$ cat config.mk
export PLATFORM = sky130hd
export DESIGN_NAME = instr_grouper
export DESIGN_NICKNAME = d
export VERILOG_FILES = /design/src/rtl/gi_pkg.sv /design/src/rtl/gi_pair_hazard.sv /design/src/rtl/gi_group_sel.sv /design/src/rtl/gi_window.sv /design/src/rtl/instr_grouper.sv
export SDC_FILE = /design/constraint.sdc
export NUM_CORES = 1
export LEC_CHECK = 0
export ABC_AREA = 0
export ABC_CLOCK_PERIOD_IN_PS = 8300
export BUFFER_PORTS_ARGS = -buffer_cell sky130_fd_sc_hd__buf_2
export CAP_MARGIN = 20
export CELL_PAD_IN_SITES_DETAIL_PLACEMENT = 2
export CELL_PAD_IN_SITES_GLOBAL_PLACEMENT = 2
export CORE_AREA = 2 2 139 100
export DETAILED_ROUTE_END_ITERATION = 6
export DIE_AREA = 0 0 141 102
export GPL_ROUTABILITY_DRIVEN = 0
export PLACE_DENSITY_LB_ADDON = 0.1
export SLEW_MARGIN = 5
export SYNTH_ARGS = -nofsm -noshare
export SYNTH_HDL_FRONTEND = slang
export SYNTH_SLANG_ARGS = --single-unit
$ cat constraint.sdc
create_clock -name clk -period 8.3 [get_ports clk]
set_input_delay 1.245 -clock clk [delete_from_list [all_inputs] [get_ports clk]]
set_output_delay 1.245 -clock clk [all_outputs]
set_load 0.05 [all_outputs]
$ cat src/rtl/gi_pkg.sv
package gi_pkg;
    localparam int GI_SLOTS = 3;

    localparam logic [1:0] CLS_OTHER = 2'd0;
    localparam logic [1:0] CLS_COPY  = 2'd1;
    localparam logic [1:0] CLS_ARITH = 2'd2;
    localparam logic [1:0] CLS_LOAD  = 2'd3;

    function automatic int gi_word_w(input int reg_w);
        return 6 + 3 * reg_w;
    endfunction
endpackage

$ cat src/rtl/gi_pair_hazard.sv
module gi_pair_hazard
    import gi_pkg::*;
#(
    parameter int REG_W = 4
) (
    input  logic [1:0]       p_cls,
    input  logic             p_den,
    input  logic [REG_W-1:0] p_dst,
    input  logic [1:0]       c_cls,
    input  logic             c_den,
    input  logic [REG_W-1:0] c_dst,
    input  logic             c_aen,
    input  logic [REG_W-1:0] c_a,
    input  logic             c_ben,
    input  logic [REG_W-1:0] c_b,
    output logic             blocked
);
    logic raw_hit;
    logic fwd_ok;
    logic waw_hit;

    always_comb begin
        raw_hit = p_den && ((c_aen && (c_a == p_dst)) || (c_ben && (c_b == p_dst)));
        fwd_ok  = (p_cls == CLS_COPY) && (c_cls == CLS_ARITH);
        waw_hit = p_den && c_den && (c_dst == p_dst);
        blocked = (raw_hit && !fwd_ok) || waw_hit;
    end
endmodule

$ cat src/rtl/gi_group_sel.sv
module gi_group_sel
    import gi_pkg::*;
#(
    parameter int REG_W = 4,
    localparam int CW = $clog2(GI_SLOTS + 1)
) (
    input  logic [CW-1:0]                   cnt,
    input  logic [GI_SLOTS-1:0]             br,
    input  logic [GI_SLOTS-1:0][1:0]        cls,
    input  logic [GI_SLOTS-1:0]             den,
    input  logic [GI_SLOTS-1:0][REG_W-1:0]  dst,
    input  logic [GI_SLOTS-1:1]             aen,
    input  logic [GI_SLOTS-1:1][REG_W-1:0]  sa,
    input  logic [GI_SLOTS-1:1]             ben,
    input  logic [GI_SLOTS-1:1][REG_W-1:0]  sb,
    output logic [CW-1:0]                   size
);
    // pair k: 0 -> (0,1), 1 -> (0,2), 2 -> (1,2)
    localparam int NPAIR = 3;
    logic [NPAIR-1:0] blk;

    for (genvar k = 0; k < NPAIR; k++) begin : g_pair
        localparam int P = (k == 2) ? 1 : 0;
        localparam int C = (k == 0) ? 1 : 2;
        gi_pair_hazard #(.REG_W(REG_W)) u_haz (
            .p_cls  (cls[P]),
            .p_den  (den[P]),
            .p_dst  (dst[P]),
            .c_cls  (cls[C]),
            .c_den  (den[C]),
            .c_dst  (dst[C]),
            .c_aen  (aen[C]),
            .c_a    (sa[C]),
            .c_ben  (ben[C]),
            .c_b    (sb[C]),
            .blocked(blk[k])
        );
    end

    logic join1;
    logic join2;

    always_comb begin
        join1 = (cnt >= CW'(2)) && !br[1] && !blk[0];
        join2 = join1 && br[0] && (cnt == CW'(3)) && !br[2] && !blk[1] && !blk[2];
        if (cnt == '0) begin
            size = '0;
        end else begin
            size = CW'(1) + CW'(join1) + CW'(join2);
        end
    end
endmodule

$ cat src/rtl/gi_window.sv
module gi_window
    import gi_pkg::*;
#(
    parameter int IW = 18,
    localparam int CW = $clog2(GI_SLOTS + 1)
) (
    input  logic                          clk,
    input  logic                          rst_n,
    input  logic                          in_valid,
    input  logic [IW-1:0]                 in_word,
    output logic                          in_ready,
    input  logic                          take,
    input  logic [CW-1:0]                 size,
    output logic [GI_SLOTS-1:0][IW-1:0]   slots,
    output logic [CW-1:0]                 cnt
);
    typedef struct packed {
        logic [GI_SLOTS-1:0][IW-1:0] slot;
        logic [CW-1:0]               cnt;
    } win_t;

    win_t st_d;
    win_t st_q;
    int   consume;
    int   rem;

    always_comb begin
        st_d     = st_q;
        consume  = (take && (st_q.cnt != '0)) ? int'(size) : 0;
        rem      = int'(st_q.cnt) - consume;
        for (int k = 0; k < GI_SLOTS; k++) begin
            if (k + consume < GI_SLOTS) begin
                st_d.slot[k] = st_q.slot[k + consume];
            end else begin
                st_d.slot[k] = '0;
            end
        end
        st_d.cnt = CW'(rem);
        in_ready = (rem < GI_SLOTS);
        if (in_valid && (rem < GI_SLOTS)) begin
            st_d.slot[rem] = in_word;
            st_d.cnt       = CW'(rem + 1);
        end
    end

    always_ff @(posedge clk) begin
        if (!rst_n) begin
            st_q <= '0;
        end else begin
            st_q <= st_d;
        end
    end

    assign slots = st_q.slot;
    assign cnt   = st_q.cnt;
endmodule

$ cat src/rtl/instr_grouper.sv
module instr_grouper
    import gi_pkg::*;
#(
    parameter int REG_W = 4
) (
    input  logic                          clk,
    input  logic                          rst_n,
    input  logic                          in_valid,
    output logic                          in_ready,
    input  logic                          in_br,
    input  logic [1:0]                    in_cls,
    input  logic                          in_dst_en,
    input  logic [REG_W-1:0]              in_dst,
    input  logic                          in_sa_en,
    input  logic [REG_W-1:0]              in_sa,
    input  logic                          in_sb_en,
    input  logic [REG_W-1:0]              in_sb,
    input  logic                          out_ready,
    output logic                          grp_valid,
    output logic [1:0]                    grp_size,
    output logic [2:0]                    grp_mask,
    output logic [3*(6+3*REG_W)-1:0]      grp_slots
);
    localparam int IW    = gi_word_w(REG_W);
    localparam int CW    = $clog2(GI_SLOTS + 1);
    localparam int O_BR  = 0;
    localparam int O_CLS = 1;
    localparam int O_DEN = 3;
    localparam int O_DST = 4;
    localparam int O_AEN = 4 + REG_W;
    localparam int O_SA  = 5 + REG_W;
    localparam int O_BEN = 5 + 2 * REG_W;
    localparam int O_SB  = 6 + 2 * REG_W;

    logic [IW-1:0]                   in_word;
    logic [GI_SLOTS-1:0][IW-1:0]     win_slots;
    logic [CW-1:0]                   win_cnt;
    logic [CW-1:0]                   sel_size;

    logic [GI_SLOTS-1:0]             f_br;
    logic [GI_SLOTS-1:0][1:0]        f_cls;
    logic [GI_SLOTS-1:0]             f_den;
    logic [GI_SLOTS-1:0][REG_W-1:0]  f_dst;
    logic [GI_SLOTS-1:1]             f_aen;
    logic [GI_SLOTS-1:1][REG_W-1:0]  f_sa;
    logic [GI_SLOTS-1:1]             f_ben;
    logic [GI_SLOTS-1:1][REG_W-1:0]  f_sb;

    assign in_word = {in_sb, in_sb_en, in_sa, in_sa_en, in_dst, in_dst_en, in_cls, in_br};

    gi_window #(.IW(IW)) u_win (
        .clk     (clk),
        .rst_n   (rst_n),
        .in_valid(in_valid),
        .in_word (in_word),
        .in_ready(in_ready),
        .take    (out_ready),
        .size    (sel_size),
        .slots   (win_slots),
        .cnt     (win_cnt)
    );

    for (genvar s = 0; s < GI_SLOTS; s++) begin : g_fields
        assign f_br[s]  = win_slots[s][O_BR];
        assign f_cls[s] = win_slots[s][O_CLS +: 2];
        assign f_den[s] = win_slots[s][O_DEN];
        assign f_dst[s] = win_slots[s][O_DST +: REG_W];
        if (s > 0) begin : g_src
            assign f_aen[s] = win_slots[s][O_AEN];
            assign f_sa[s]  = win_slots[s][O_SA +: REG_W];
            assign f_ben[s] = win_slots[s][O_BEN];
            assign f_sb[s]  = win_slots[s][O_SB +: REG_W];
        end
    end

    gi_group_sel #(.REG_W(REG_W)) u_sel (
        .cnt (win_cnt),
        .br  (f_br),
        .cls (f_cls),
        .den (f_den),
        .dst (f_dst),
        .aen (f_aen),
        .sa  (f_sa),
        .ben (f_ben),
        .sb  (f_sb),
        .size(sel_size)
    );

    assign grp_valid = (win_cnt != '0);
    assign grp_size  = sel_size;
    assign grp_slots = win_slots;

    for (genvar s = 0; s < GI_SLOTS; s++) begin : g_mask
        assign grp_mask[s] = (sel_size > CW'(s));
    end
endmodule

==> flow_results.xml, run 1 <==
<?xml version="1.0" encoding="UTF-8"?>
<metrics>
  <group name="worst_hold_path">
    <metric name="min_path_type" unit="">reg2reg</metric>
  </group>
  <group name="yosys">
    <metric name="synth_area_per_cell" unit="µm²">7.95</metric>
    <metric name="post_synth_fa_ha_maj_area_fraction" unit="">0.0149</metric>
    <metric name="postSynthCellCount" unit="">486</metric>
    <metric name="muxShareOfSynthArea" unit="">0.0985</metric>
    <metric name="dominantRegCellSynth" unit="">sky130_fd_sc_hd__dfxtp_1</metric>
    <metric name="synthDistinctLibCells" unit="">50</metric>
    <metric name="synth_top_family_by_area" unit="">compound AO/OA/AOI/OAI gates</metric>
    <metric name="synth-simple-area-share" unit="">0.206</metric>
    <metric name="synth-warning-count" unit="">0</metric>
    <metric name="synth_xor_area_frac" unit="">0.0748</metric>
    <metric name="yosysTopAreaCell" unit="">sky130_fd_sc_hd__dfxtp_1</metric>
    <metric name="post_synth_instance_area" unit="µm²">3860</metric>
    <metric name="synth_async_sr_flop_share" unit="">0</metric>
    <metric name="synth_top_cells_by_area" unit="">sky130_fd_sc_hd__dfxtp_1 (29%), sky130_fd_sc_hd__nand2_1 (10%), sky130_fd_sc_hd__xor2_1 (4.5%)</metric>
    <metric name="synth_edf_count" unit="">0</metric>
    <metric name="postSynthNetCount" unit="">512</metric>
    <metric name="synth_top_area_frac" unit="">0.290</metric>
    <metric name="ys_ff_latch" unit="">56</metric>
    <metric name="synth_sequential_area_ratio" unit="">0.290</metric>
    <metric name="synth_compound_gate_area_share" unit="">0.235</metric>
  </group>
  <group name="power">
    <metric name="switching_power" unit="mW">1.08</metric>
    <metric name="max-vdd-ir-drop" unit="mV">0.197</metric>
    <metric name="power.sequential.fraction" unit="">0.266</metric>
    <metric name="powerDensity" unit="nW/µm²">437</metric>
    <metric name="internal_power" unit="mW">0.834</metric>
    <metric name="power.static_leakage" unit="nW">1.86</metric>
    <metric name="comb_power_share" unit="">0.620</metric>
    <metric name="finalPower" unit="mW">1.92</metric>
    <metric name="netSwitchingFraction" unit="">0.565</metric>
    <metric name="power.clock.fraction" unit="">0.114</metric>
  </group>
  <group name="route">
    <metric name="routed_wire_length_per_instance" unit="µm">22.4</metric>
    <metric name="routed_wl" unit="µm">15700</metric>
    <metric name="detail_route.vias_per_cell" unit="">5.44</metric>
    <metric name="drtIter0Drc" unit="">159</metric>
    <metric name="vias" unit="">3811</metric>
    <metric name="drc" unit="">0</metric>
    <metric name="number_of_optimization_iterations_in_the_first_detailed_route_pass" unit="">4</metric>
    <metric name="ant_nets" unit="">0</metric>
  </group>
  <group name="global_route">
    <metric name="first_pass_grt_wire_length" unit="µm">24600</metric>
    <metric name="initial_antenna_violation_count" unit="">0</metric>
    <metric name="total_congestion_overflow" unit="">0</metric>
    <metric name="number_of_global_route_vias_before_repair" unit="">4069</metric>
    <metric name="grt.total_usage" unit="">0.225</metric>
    <metric name="grt_max_degree" unit="">41</metric>
  </group>
  <group name="die">
    <metric name="placement_rows" unit="">35</metric>
    <metric name="initial_core_util" unit="">0.297</metric>
    <metric name="core_area" unit="µm²">13000</metric>
    <metric name="fp.dieArea" unit="µm²">14400</metric>
    <metric name="num_io_pins" unit="">83</metric>
    <metric name="die_width" unit="µm">141</metric>
    <metric name="die_y" unit="µm">102</metric>
  </group>
  <group name="clock_network">
    <metric name="cts_root_buffer" unit="">sky130_fd_sc_hd__clkbuf_16</metric>
    <metric name="cts_num_sinks" unit="">56</metric>
    <metric name="clkLatencyLatePin" unit="ps">300</metric>
    <metric name="post-cts-setup-buffers" unit="">0</metric>
    <metric name="cts_htree_levels" unit="">2</metric>
    <metric name="cts_made_buffers" unit="">5</metric>
    <metric name="cts_tree" unit="">yes</metric>
    <metric name="total_of_cells_resized_after_clock_tree_synthesis" unit="">0</metric>
    <metric name="cts.reportedPaths.clkPinSlew" unit="ps">80</metric>
    <metric name="cts_hold_repair.buffers" unit="">0</metric>
    <metric name="cts.path.max_buffers" unit="">2</metric>
  </group>
  <group name="finish">
    <metric name="design_area" unit="µm²">4380</metric>
    <metric name="fin_nets" unit="">560</metric>
    <metric name="area.growth.synth_to_final" unit="%">13.5</metric>
    <metric name="n_antenna_cell" unit="">0</metric>
    <metric name="nFillCells" unit="">1525</metric>
    <metric name="finish.utilization" unit="">0.337</metric>
    <metric name="layout-drive-gt1-share" unit="">0.228</metric>
  </group>
  <group name="setup_path">
    <metric name="timing.critical_path.from_type" unit="">register</metric>
    <metric name="cp_cell_sequence" unit="">nand2b_1, o2111ai_1, nor4_1, or3_1, nand4b_1, ha_1, nor2b_1, nor2b_4, buf_4, inv_2, fa_1, nand3_1, buf_2</metric>
    <metric name="timing.critical_path.arrival" unit="ps">4630</metric>
    <metric name="setup_cp_type" unit="">reg2out</metric>
    <metric name="critPathTopFamily" unit="">simple AND/OR/NAND/NOR gates</metric>
    <metric name="crit_slowest_cell" unit="">sky130_fd_sc_hd__fa_1</metric>
    <metric name="worstPathRequired" unit="ps">7050</metric>
    <metric name="cp_slowest_stage_delay" unit="ps">820</metric>
    <metric name="critPathMaxFanout" unit="">35</metric>
    <metric name="critical_path_buf_inv_count" unit="">3</metric>
    <metric name="setup.worst_path.end_class" unit="">output port</metric>
  </group>
  <group name="flow_run">
    <metric name="drv.max_cap_violation_count" unit="">0</metric>
  </group>
  <group name="outcome">
    <metric name="run_status" unit="">finished, final reports clean</metric>
  </group>
  <group name="sta">
    <metric name="fin_setup_tns" unit="ps">0</metric>
    <metric name="tightestPinTransition" unit="ps">1110</metric>
    <metric name="timing.final.crit_period" unit="ps">5880</metric>
    <metric name="final_min_period_over_clock_period" unit="">0.708</metric>
    <metric name="setup_violations" unit="">0</metric>
    <metric name="timing_max_transition_violations_final" unit="">0</metric>
    <metric name="fmax" unit="GHz">0.170</metric>
    <metric name="final_hold_viol_count" unit="">0</metric>
    <metric name="timing.clock.skew" unit="ps">5.39</metric>
    <metric name="timing.slew.headroom" unit="">0.261</metric>
    <metric name="rsz0062_at_grt" unit="">false</metric>
  </group>
  <group name="place">
    <metric name="placed_area" unit="µm²">4240</metric>
    <metric name="hpwl" unit="µm">10400</metric>
    <metric name="numPortBuffers" unit="">82</metric>
  </group>
</metrics>
registers in the layout, indices dropped and copies added, names as in the netlist:
| name | flops |
|---|---|
| u_win.cnt | 2 |
| u_win.slots | 54 |
power by group through the flow:
stage | clock network, mW | logic (mW) | registers (mW)
2_1_floorplan | 0 | 0.736 | 0.663
3_3_place_gp | 0 | 1.17 | 0.513
3_5_place_dp | 0 | 1.19 | 0.517
4_1_cts | 0.226 | 1.19 | 0.511
5_1_grt | 0.234 | 1.28 | 0.530
6_report | 0.219 | 1.19 | 0.510
tightest hold or removal path, cell delays in order, from the launching register on:
cell and delay (ps):
sky130_fd_sc_hd__dfxtp_1 370, sky130_fd_sc_hd__a2bb2oi_1 140, sky130_fd_sc_hd__o21ai_0 80
synthesized netlist by cell type (9+ instances only):
| library cell | instances |
|---|---|
| sky130_fd_sc_hd__a21oi_1 | 28 |
| sky130_fd_sc_hd__a221oi_1 | 9 |
| sky130_fd_sc_hd__a2bb2oi_1 | 18 |
| sky130_fd_sc_hd__buf_2 | 16 |
| sky130_fd_sc_hd__buf_4 | 11 |
| sky130_fd_sc_hd__clkbuf_1 | 14 |
| sky130_fd_sc_hd__dfxtp_1 | 56 |
| sky130_fd_sc_hd__mux2_2 | 15 |
| sky130_fd_sc_hd__mux2i_1 | 17 |
| sky130_fd_sc_hd__nand2_1 | 103 |
| sky130_fd_sc_hd__nor2_1 | 16 |
| sky130_fd_sc_hd__nor3b_1 | 12 |
| sky130_fd_sc_hd__o21a_1 | 18 |
| sky130_fd_sc_hd__o21ai_0 | 28 |
| sky130_fd_sc_hd__o21ai_1 | 14 |
| sky130_fd_sc_hd__xnor2_1 | 13 |
| sky130_fd_sc_hd__xor2_1 | 20 |
cells in the final DEF, fill, tap and decap left out, drive strengths merged, types with 2 or more instances in the layout:
cell type,n
a21oi,28
a221oi,12
a2bb2oi,18
a31oi,6
and3,3
buf,87
clkbuf,6
dfxtp,56
ha,3
inv,9
mux2,18
mux2i,17
nand2,103
nand2b,6
nand3,7
nand4b,2
nor2,17
nor2b,4
nor3,4
nor3b,12
nor4,7
o21a,18
o21ai,42
o221ai,2
o311ai,2
o31ai,2
xnor2,13
xor2,20
routing by layer:
metal,wire length [µm],global-route usage,up-vias,share of wire
met5,0,0,-,0
met4,97,0.0369,0,0.0062
met3,680,0.0286,8,0.043
met2,7080,0.374,77,0.45
met1,7810,0.320,1927,0.50
li1,-,-,1799,-
through the flow:
step / hold slack [ps] / worst slack (ps) / cells
floorplan: 556 / 2860 / 486
global placement: 590 / 2640 / 692
detailed placement: 612 / 2470 / 692
CTS: 618 / 2390 / 699
global route: 655 / 2030 / 700
finish: 629 / 2420 / 700
path summary, 6_finish.rpt:
check	cells past startpoint	to	slack (ps)	from
worst max-delay path	13	in_ready	2420	u_win.slots[6]
worst min-delay path	2	u_win.slots[19]	630	u_win.slots[37]
worst max register to register	14	u_win.slots[24]	2600	u_win.slots[6]
worst min register to register	2	u_win.slots[19]	630	u_win.slots[37]
final cells by class:
| type | instances | area (µm²) | share of cell area |
|---|---|---|---|
| Clock buffer | 6 | 129 | 0.0294 |
| Clock inverter | 1 | 5.00 | 0.00114 |
| Inverter | 9 | 41.3 | 0.00942 |
| Multi-Input combinational cell | 375 | 2430 | 0.554 |
| Sequential cell | 56 | 1120 | 0.256 |
| Tap cell | 166 | 208 | 0.0474 |
| Timing Repair Buffer | 87 | 452 | 0.103 |
kinds of logic after synthesis:
group	Yosys count
fa+ha+maj	4
compound gates	134
mux	35
buf+inv	55
xor+xnor	33
flops	56
simple gates	169
No activity file was read; power rests on OpenSTA's default activity.
==> run 2: changes to the inputs <==
ABC_CLOCK_PERIOD_IN_PS = 5350   (was 8300)
CORE_AREA = 2 2 141 102   (was 2 2 139 100)
DIE_AREA = 0 0 143 104   (was 0 0 141 102)
clock period = 5.35 ns   (was 8.3 ns; I/O delays follow)
==> flow_results.xml, run 2 (same netlist as run 1, synthesis figures left out) <==
<?xml version="1.0" encoding="UTF-8"?>
<metrics>
  <group name="outcome">
    <metric name="run_status" unit="">finished, final reports clean</metric>
  </group>
  <group name="finish">
    <metric name="area.growth.synth_to_final" unit="%">16.3</metric>
    <metric name="n_antenna_cell" unit="">0</metric>
    <metric name="final_cell_mix" unit="">sky130_fd_sc_hd__nand2_1 (103), sky130_fd_sc_hd__buf_2 (82), sky130_fd_sc_hd__dfxtp_1 (56), sky130_fd_sc_hd__o21ai_0 (28), sky130_fd_sc_hd__a21oi_1 (28)</metric>
    <metric name="layout_commonest_cell" unit="">sky130_fd_sc_hd__nand2_1</metric>
    <metric name="largest_register_ffs" unit="">54</metric>
    <metric name="final_cells" unit="">732</metric>
    <metric name="fin_nets" unit="">567</metric>
    <metric name="layout-drive-gt1-share" unit="">0.240</metric>
  </group>
  <group name="die">
    <metric name="fp.dieArea" unit="µm²">14900</metric>
    <metric name="die_width" unit="µm">143</metric>
    <metric name="num_io_pins" unit="">83</metric>
    <metric name="initial_core_util" unit="">0.285</metric>
    <metric name="die_y" unit="µm">104</metric>
    <metric name="placement_rows" unit="">36</metric>
    <metric name="core_area" unit="µm²">13600</metric>
  </group>
  <group name="route">
    <metric name="drtIter0Drc" unit="">140</metric>
    <metric name="vias" unit="">3898</metric>
    <metric name="drc" unit="">0</metric>
    <metric name="detail_route.vias_per_cell" unit="">5.33</metric>
    <metric name="routed_wl" unit="µm">16300</metric>
    <metric name="routed_wire_length_per_instance" unit="µm">22.2</metric>
    <metric name="number_of_optimization_iterations_in_the_first_detailed_route_pass" unit="">4</metric>
    <metric name="ant_nets" unit="">0</metric>
  </group>
  <group name="sta">
    <metric name="fmax" unit="GHz">0.201</metric>
    <metric name="tightestPinTransition" unit="ps">926</metric>
    <metric name="rsz0062_at_grt" unit="">false</metric>
    <metric name="timing.clock.skew" unit="ps">5.53</metric>
    <metric name="timing.slew.headroom" unit="">0.382</metric>
    <metric name="timing.final.crit_period" unit="ps">4970</metric>
    <metric name="final_min_period_over_clock_period" unit="">0.928</metric>
    <metric name="final_hold_viol_count" unit="">0</metric>
    <metric name="timing_max_transition_violations_final" unit="">0</metric>
    <metric name="fin_setup_tns" unit="ps">0</metric>
    <metric name="setup_violations" unit="">0</metric>
  </group>
  <group name="global_route">
    <metric name="initial_antenna_violation_count" unit="">0</metric>
    <metric name="number_of_global_route_vias_before_repair" unit="">4218</metric>
    <metric name="total_congestion_overflow" unit="">0</metric>
    <metric name="grt_max_degree" unit="">41</metric>
    <metric name="grt.total_usage" unit="">0.221</metric>
    <metric name="first_pass_grt_wire_length" unit="µm">25400</metric>
  </group>
  <group name="clock_network">
    <metric name="clkLatencyLatePin" unit="ps">300</metric>
    <metric name="cts_num_sinks" unit="">56</metric>
    <metric name="cts_made_buffers" unit="">5</metric>
    <metric name="cts.path.max_buffers" unit="">2</metric>
    <metric name="cts_root_buffer" unit="">sky130_fd_sc_hd__clkbuf_16</metric>
    <metric name="post-cts-setup-buffers" unit="">0</metric>
    <metric name="total_of_cells_resized_after_clock_tree_synthesis" unit="">0</metric>
    <metric name="cts_htree_levels" unit="">2</metric>
    <metric name="cts_hold_repair.buffers" unit="">0</metric>
    <metric name="cts.reportedPaths.clkPinSlew" unit="ps">80</metric>
    <metric name="cts_tree" unit="">yes</metric>
  </group>
  <group name="flow_run">
    <metric name="drv.max_cap_violation_count" unit="">0</metric>
  </group>
  <group name="setup_path">
    <metric name="setup_cp_type" unit="">reg2out</metric>
    <metric name="cp_slowest_stage_delay" unit="ps">660</metric>
    <metric name="timing.critical_path.arrival" unit="ps">4160</metric>
    <metric name="critPathMaxFanout" unit="">13</metric>
    <metric name="critPathTopFamily" unit="">simple AND/OR/NAND/NOR gates</metric>
    <metric name="path_depth" unit="">13</metric>
    <metric name="timing.critical_path.from_type" unit="">register</metric>
    <metric name="critical_path_buf_inv_count" unit="">2</metric>
    <metric name="setup.worst_path.end_class" unit="">output port</metric>
    <metric name="cp_cell_sequence" unit="">nor2b_1, a221o_1, nor4_1, or3_1, nand4b_1, ha_1, o21ba_4, and2_4, ha_1, inv_1, fa_1, nand3_1, buf_2</metric>
    <metric name="ff2ff_path_depth" unit="">15</metric>
    <metric name="worstPathRequired" unit="ps">4550</metric>
    <metric name="crit_slowest_cell" unit="">sky130_fd_sc_hd__fa_1</metric>
    <metric name="critical_path.most_common_cell" unit="">sky130_fd_sc_hd__ha_1</metric>
  </group>
  <group name="power">
    <metric name="max-vdd-ir-drop" unit="mV">0.307</metric>
    <metric name="powerDensity" unit="nW/µm²">680</metric>
    <metric name="power.static_leakage" unit="nW">1.91</metric>
    <metric name="finalPower" unit="mW">3.06</metric>
  </group>
  <group name="place">
    <metric name="place_inst" unit="">724</metric>
    <metric name="numPortBuffers" unit="">82</metric>
    <metric name="hpwl" unit="µm">11300</metric>
  </group>
  <group name="worst_hold_path">
    <metric name="hold_path_depth" unit="">2</metric>
    <metric name="min_path_type" unit="">reg2reg</metric>
  </group>
</metrics>
==> run 2: cell types whose count changed in the layout (fill, tap and decap cells not counted) <==
cell / previous run / this run
sky130_fd_sc_hd__buf_4: 4 / 12
sky130_fd_sc_hd__bufinv_16: 0 / 1
sky130_fd_sc_hd__buf_6: 1 / 0
==> run 2: worst paths after layout <==
check / start / slack, ps / endpoint
min: u_win.slots[36] / 630 / u_win.slots[18]
max: u_win.slots[5] / 380 / in_ready
min reg2reg: u_win.slots[36] / 630 / u_win.slots[18]
max reg2reg: u_win.slots[5] / 680 / u_win.slots[20]
==> run 2: metrics by stage <==
stage | cell area (µm²) | setup slack [ps] | util | hold slack [ps]
after global routing | 4490 | 149 | 0.331 | 654
after detailed placement | 4330 | 661 | 0.319 | 619
after floorplan | 3860 | 357 | - | 556
final | 4490 | 385 | 0.331 | 629
after CTS | 4490 | 388 | 0.331 | 629
after global placement | 4330 | 783 | 0.319 | 581
==> run 2: report_power, final <==
group | total, mW | leakage (nW) | internal [mW] | switching [mW]
registers | 0.800 | 0.456 | 0.542 | 0.258
clock network | 0.389 | 0.0808 | 0.221 | 0.167
logic | 1.87 | 1.37 | 0.596 | 1.27
total | 3.06 | 1.91 | 1.36 | 1.70
==> run 2: routing by layer <==
metal  share of wire  wire length [µm]  track usage
met1            0.49              8040        0.331
met4          0.0057                92       0.0276
met3           0.041               665       0.0295
met5               0                 0            0
met2            0.46              7480        0.345
==> run 2: worst min-delay path: stages, from the launching register on <==
cell	delay (ps)
sky130_fd_sc_hd__dfxtp_1	360
sky130_fd_sc_hd__a2bb2oi_1	150
sky130_fd_sc_hd__o21ai_0	80
==> run 2: cell type report <==
| type | instances | area [µm²] |
|---|---|---|
| Clock inverter | 2 | 35.0 |
| Timing Repair Buffer | 94 | 500 |
| Clock buffer | 6 | 129 |
| Inverter | 9 | 41.3 |
| Multi-Input combinational cell | 375 | 2430 |
| Fill cell | 1608 | 9060 |
| Sequential cell | 56 | 1120 |
| Tap cell | 190 | 238 |
